### src/rtl/scl_timer_pkg.sv
package scl_timer_pkg;
  localparam int SG_PER_W = 6;
  localparam int SG_PRE_W = 2;
  localparam int SG_CFG_W = SG_PER_W + SG_PRE_W;
  localparam int SG_BASE  = 20;
  localparam int SG_STEP  = 8;
  localparam int SG_PH_W  =
    $clog2(SG_BASE / 2 + (SG_STEP / 2) * ((1 << SG_PER_W) - 1) + 1);

  typedef enum logic [1:0] {
    SG_IDLE = 2'd0,
    SG_LOW  = 2'd1,
    SG_WAIT = 2'd2,
    SG_HIGH = 2'd3
  } sg_state_t;

  // ticks in one half of the SCL period
  function automatic logic [SG_PH_W-1:0] half_ticks(input logic [SG_PER_W-1:0] per);
    return SG_PH_W'(SG_BASE / 2) + SG_PH_W'(SG_STEP / 2) * SG_PH_W'(per);
  endfunction

  // ticks from the start of a half to its midpoint strobe
  function automatic logic [SG_PH_W-1:0] quarter_ticks(input logic [SG_PER_W-1:0] per);
    return half_ticks(per) >> 1;
  endfunction
endpackage

### src/rtl/scl_timer_presc.sv
module scl_timer_presc
  import scl_timer_pkg::*;
(
  input  logic                clk,
  input  logic                rst_n,
  input  logic                clr,
  input  logic [SG_PRE_W-1:0] div,
  output logic [SG_PRE_W-1:0] cnt,
  output logic                tick
);
  assign tick = (cnt == div);

  always_ff @(posedge clk or negedge rst_n) begin
    if (!rst_n)         cnt <= '0;
    else if (clr||tick) cnt <= '0;
    else                cnt <= cnt + SG_PRE_W'(1);
  end
endmodule

### src/rtl/scl_timer_sync.sv
module scl_timer_sync #(
  parameter int STAGES = 2
) (
  input  logic clk,
  input  logic rst_n,
  input  logic d,
  output logic q
);
  logic [STAGES-1:0] sh;

  generate
    if (STAGES == 1) begin : g_one
      always_ff @(posedge clk or negedge rst_n) begin
        if (!rst_n) sh <= '1;
        else        sh <= d;
      end
    end else begin : g_many
      always_ff @(posedge clk or negedge rst_n) begin
        if (!rst_n) sh <= '1;
        else        sh <= {sh[STAGES-2:0], d};
      end
    end
  endgenerate

  assign q = sh[STAGES-1];
endmodule

### src/rtl/scl_timer_fsm.sv
module scl_timer_fsm
  import scl_timer_pkg::*;
(
  input  logic                clk,
  input  logic                rst_n,
  input  logic                en,
  input  logic [SG_CFG_W-1:0] cfg,
  input  logic                tick,
  input  logic                line_hi,
  output sg_state_t           state,
  output logic [SG_PH_W-1:0]  ph,
  output logic [SG_PER_W-1:0] per_q,
  output logic [SG_PRE_W-1:0] pre_q,
  output logic                restart
);
  sg_state_t          nxt;
  logic               load;
  logic [SG_PH_W-1:0] last;

  assign last = half_ticks(per_q) - SG_PH_W'(1);

  always_comb begin
    nxt     = state;
    restart = 1'b0;
    load    = 1'b0;
    if (!en) begin
      nxt     = SG_IDLE;
      restart = 1'b1;
    end else begin
      unique case (state)
        SG_IDLE: begin
          nxt = SG_LOW; restart = 1'b1; load = 1'b1;
        end
        SG_LOW: if (tick && ph == last) begin
          nxt = SG_WAIT; restart = 1'b1;
        end
        SG_WAIT: begin
          restart = 1'b1;
          if (line_hi) nxt = SG_HIGH;
        end
        SG_HIGH: if (tick && ph == last) begin
          nxt = SG_LOW; restart = 1'b1; load = 1'b1;
        end
        default: nxt = SG_IDLE;
      endcase
    end
  end

  always_ff @(posedge clk or negedge rst_n) begin
    if (!rst_n) begin
      state <= SG_IDLE;
      ph    <= '0;
      per_q <= '0;
      pre_q <= '0;
    end else begin
      state <= nxt;
      if (restart)   ph <= '0;
      else if (tick) ph <= ph + SG_PH_W'(1);
      if (load) begin
        per_q <= cfg[SG_CFG_W-1:SG_PRE_W];
        pre_q <= cfg[SG_PRE_W-1:0];
      end
    end
  end
endmodule

### src/rtl/scl_timer.sv
module scl_timer
  import scl_timer_pkg::*;
#(
  parameter int SYNC_STAGES = 2
) (
  input  logic                clk,
  input  logic                rst_n,
  input  logic                en,
  input  logic [SG_CFG_W-1:0] div_cfg,
  input  logic                scl_in,
  output logic                scl_out,
  output logic                stb_fall,
  output logic                stb_low_mid,
  output logic                stb_rise,
  output logic                stb_high_mid
);
  sg_state_t           state;
  logic [SG_PH_W-1:0]  ph;
  logic [SG_PER_W-1:0] per_q;
  logic [SG_PRE_W-1:0] pre_q;
  logic [SG_PRE_W-1:0] pre_cnt;
  logic                restart, tick, line_hi;
  logic                half_start, at_mid;

  scl_timer_sync #(.STAGES(SYNC_STAGES)) u_sync (
    .clk(clk), .rst_n(rst_n), .d(scl_in), .q(line_hi)
  );

  scl_timer_presc u_presc (
    .clk(clk), .rst_n(rst_n), .clr(restart), .div(pre_q),
    .cnt(pre_cnt), .tick(tick)
  );

  scl_timer_fsm u_fsm (
    .clk(clk), .rst_n(rst_n), .en(en), .cfg(div_cfg), .tick(tick),
    .line_hi(line_hi), .state(state), .ph(ph), .per_q(per_q),
    .pre_q(pre_q), .restart(restart)
  );

  // named events for the strobes and the checker
  assign half_start = (pre_cnt == '0) && (ph == '0);
  assign at_mid     = (pre_cnt == '0) && (ph == quarter_ticks(per_q));

  assign scl_out      = (state != SG_LOW);
  assign stb_fall     = (state == SG_LOW)  && half_start;
  assign stb_low_mid  = (state == SG_LOW)  && at_mid;
  assign stb_rise     = (state == SG_HIGH) && half_start;
  assign stb_high_mid = (state == SG_HIGH) && at_mid;
endmodule

### config.mk
export PLATFORM = sky130hd
export DESIGN_NAME = scl_timer
export DESIGN_NICKNAME = d
export VERILOG_FILES = /design/src/rtl/scl_timer_pkg.sv /design/src/rtl/scl_timer_presc.sv /design/src/rtl/scl_timer_sync.sv /design/src/rtl/scl_timer_fsm.sv /design/src/rtl/scl_timer.sv
export SDC_FILE = /design/constraint.sdc
export NUM_CORES = 1
export LEC_CHECK = 0
export CAP_MARGIN = 20
export CORE_ASPECT_RATIO = 1.4
export CORE_MARGIN = 2
export CORE_UTILIZATION = 32
export CTS_BUF_LIST = sky130_fd_sc_hd__clkbuf_16
export DETAILED_ROUTE_END_ITERATION = 16
export GPL_ROUTABILITY_DRIVEN = 0
export GPL_TIMING_DRIVEN = 0
export SETUP_SLACK_MARGIN = 0.3
export SLEW_MARGIN = 20
export SYNTH_ARGS = -nofsm -noshare
export SYNTH_HDL_FRONTEND = slang
export SYNTH_SLANG_ARGS = --single-unit
### constraint.sdc
create_clock -name clk -period 8.4 [get_ports clk]
set_input_delay 2.52 -clock clk [delete_from_list [all_inputs] [get_ports clk]]
set_output_delay 2.52 -clock clk [all_outputs]
set_load 0.05 [all_outputs]
==> results of run 1 <==
[logic make-up after synthesis]
kind of cell | Yosys count
simple gates | 57
xor+xnor | 25
flops | 23
buf+inv | 18
compound gates | 15
mux | 11
fa+ha+maj | 9
[critical path, delay by kind of cell, from the launching register on]
family                     cells  cell delay, ps
and+or+nand+nor                2             710
adders and majority gates      1             380
buffers and inverters          1             800
DFF                            1             460
AOI/OAI and AO/OA              1             540
xor gates and xnor gates       1             170
[sequential cells by signal, indices dropped and copies added, names as in the netlist]
name,flops
u_presc.cnt,2
u_fsm.ph,9
u_fsm.pre_q,2
u_fsm.state,2
u_sync.sh,2
u_fsm.per_q,6
[metal layers]
layer  wire length [um]  vias up  track usage
li1                   -      572            -
met1               1154      541       0.1355
met2               1518       13       0.2302
met3                 84        5      0.02756
met4                 60        0      0.05859
met5                  0        -            0
[final timing paths]
path                                              end
hold reg to reg                u_sync.sh[1]$_DFF_PN1_
max in group asynchronous      u_sync.sh[0]$_DFF_PN1_
min in group asynchronous  u_fsm.per_q[3]$_DFFE_PN0P_
setup reg to reg           u_fsm.per_q[5]$_DFFE_PN0P_
setup / recovery                         stb_high_mid
hold / removal                 u_sync.sh[1]$_DFF_PN1_
[where the power goes]
part / internal, W / leakage, nW / total [W] / switching, W
logic: 0.000115 / 0.372 / 0.000246 / 0.000131
clock network: 0.0000636 / 0.0423 / 0.000103 / 0.0000391
registers: 0.000138 / 0.294 / 0.000166 / 0.0000277
[Yosys cell counts]
master	n
dfrtp_1	21
nor2_1	15
xnor2_1	15
nand2_1	14
ha_1	9
inv_1	9
mux2_2	9
xor2_1	9
o21ai_0	7
nand3_1	6
clkbuf_1	5
nand4_1	4
buf_2	3
nor2b_1	3
nor3_1	3
a21oi_1	2
and2_1	2
dfstp_2	2
mux2i_1	2
nand2b_1	2
a2111oi_0	1
a41oi_1	1
and3_1	1
and4bb_2	1
buf_6	1
nand3b_1	1
nor2_2	1
nor3b_1	1
nor4_2	1
nor4b_1	1
o221ai_1	1
o311ai_1	1
o31ai_4	1
o32ai_1	1
or4_1	1
xnor2_2	1
[layout make-up]
class | count | area (um^2)
sequential | 23 | 578.1
tap | 62 | 77.57
clock buffer | 3 | 75.07
inverter | 9 | 33.78
buffer | 9 | 45.04
fill | 456 | 2705
multi-input combinational | 117 | 862.1
clock inverter | 1 | 3.754
timing repair buffer | 16 | 155.1
[cells in the final DEF, fill, tap and decap left out, types with 4 or more instances in the layout]
master,instances
nor2_1,15
mux2_2,9
o21ai_0,7
buf_2,4
nand3_1,6
xor2_1,9
ha_1,9
dfrtp_1,21
clkbuf_1,5
nand4_1,4
xnor2_1,15
inv_1,10
nand2_1,14
clkdlybuf4s50_1,15
[metrics by stage]
| step | setup WS (ps) | hold slack [ps] | util | instances | instance area [um^2] |
|---|---|---|---|---|---|
| 2_1_floorplan | 3604 | 345.2 | - | 158 | 1519 |
| 3_3_place_gp | 2835 | 346.7 | 0.3873 | 236 | 1757 |
| 4_1_cts | 2539 | 357.6 | 0.4047 | 240 | 1836 |
| 3_5_place_dp | 2833 | 349.1 | 0.3873 | 236 | 1757 |
| 5_1_grt | 2416 | 359.8 | 0.4036 | 240 | 1831 |
| 6_report | 2557 | 356.8 | 0.4036 | 240 | 1831 |
==> impl_results.md, run 1 <==
* Worst Tran Pin Value at 607.7 ps
* Post-layout min period at 5843 ps
* Initial Utilization at 0.3349
* Layout cell share with drive strength beyond 1 at 0.1348
* Synth Net Count at between 150 and 200
* Number of max-cap violations at 0
* Router iterations before antenna repair at 4
* Via/cell ratio at around 4.7
* Post-Synthesis Cell Area at between 0.0015 and 0.002 mm^2
* Critical path required time at 5880 ps
* Die height at 85.52 um
* Hold WC Path Type: register to register
* First-pass GRT wire length at around 5200 um
* Ant diodes at 0
* Synthesized instance count at 158
* Total Die Area at between 0.005 and 0.006 mm^2
* WHS Path Cells at 0
* Max VDD drop at 0.00007974 V
* Synth Area in Adders at 0.07414
* Critical path peak fanout at 6
* Clock slew at reported path FFs at 60 ps
* Iter 0 DRT Violations at 39
* Core ar. at 0.004536 mm^2
* CTS-repair resized insts at 0
* CP startpoint: u_fsm.per_q[1]$_DFFE_PN0P_
* CP cell instances: ha_1, xor2_1, or4_1, a2111oi_0, and2_1, clkdlybuf4s50_1
* Clk buf depth at 2
* Min-delay src: u_sync.sh[0]$_DFF_PN1_
* Pleak at approximately 0.71 nW
* Worst Setup Start Kind: register
* Synth cell types at 36
* Clk sinks at 23
* Synth top area share at 0.3460
* Crit path DAT at approximately 3300 ps
* Path depth of the worst reg2reg path at 7
* Power Dens Cells at about 280 mW/mm^2
* Buffers on Ports at 16
* Reg2reg setup slack at 5780 ps
* Setup TNS at 0 ps
* Compound-Gate Fraction of Synth Area at 0.07249
* CTS root buf: clkbuf_16
* Max-slew headroom at 0.5885
* Number of global-route vias before repair at 1137
* Avg WL per Cell at between 10 and 15 um
* WL final at 2817 um
* Nets at 200
* Slowest stage cell, crit path: clkdlybuf4s50_1
* Total power at 0.0005147 W
* IO Count at 17
* Die width at a little over 60 um
* Std cell rows at 29
* Post-route clock period utilization at 0.6956
* Hold buffers post-CTS at 0
* Slew Viols, Final at 0
* Synth area leaders: dfrtp_1, xnor2_1, ha_1, mux2_2, xor2_1
* Largest family of logic cells by synthesized area: simple AND/OR/NAND/NOR gates
* Setup crit end kind: output port
* Grt ovf at 0
* Final hold violation count at 0
* CTS HTree Levels at 1
* TritonCTS Buffers at 3
* Dpl hpwl at between 2000 and 2500 um
* Post-synthesis xor/xnor area fraction at 0.1491
* Largest net degree at the start of global routing at 24
* P&R area growth vs syn at 20.51%
* Multiplexer share of the synthesized area at 0.07990
* #FFs+latches synth at 23
* Post-synthesis simple-gate area fraction at 0.1919
* Post-CTS setup buffers at 0
* Clock Skew at 5.020 ps
* Synth area leader: dfrtp_1
* Worst-Skew Late Latency at ~260 ps
* Unrepaired setup endpoints after global routing: false
* Slowest stage delay, CP at approximately 800 ps
* RR Startpoint: u_fsm.per_q[1]$_DFFE_PN0P_
* CTS tree: yes
* Syn_area_per_cell at approximately 9.6 um^2
* Final setup fails at 0
* Antenna violations before repair at 0
* DR vias at roughly 1100
* Setup CP Type: register to output port
* Post-route ant nets at 0
* Sequential area share after synthesis at 0.3806
* Peak Freq at 171.1 MHz
* GR Util All Layers at 0.1247
* DRC Markers at 0
* Status: completed
* Ys Warns at 0
No activity file was read; power rests on OpenSTA's default activity.
==> inputs of run 2 (changes only) <==
Clock period 8.4 ns to 5.4 ns, I/O delays scaled along.
==> results of run 2 <==
Same layout as run 1 (identical final DEF). Status: completed.
Main changes from that run: setup slack after placement 2833 ps -> 732.6 ps; setup slack after layout 2557 ps -> 456.8 ps; register-to-register setup slack 5780 ps -> 2780 ps; total power 0.0005147 W -> 0.0008006 W; worst IR drop on VDD 0.00007974 V -> 0.0001240 V
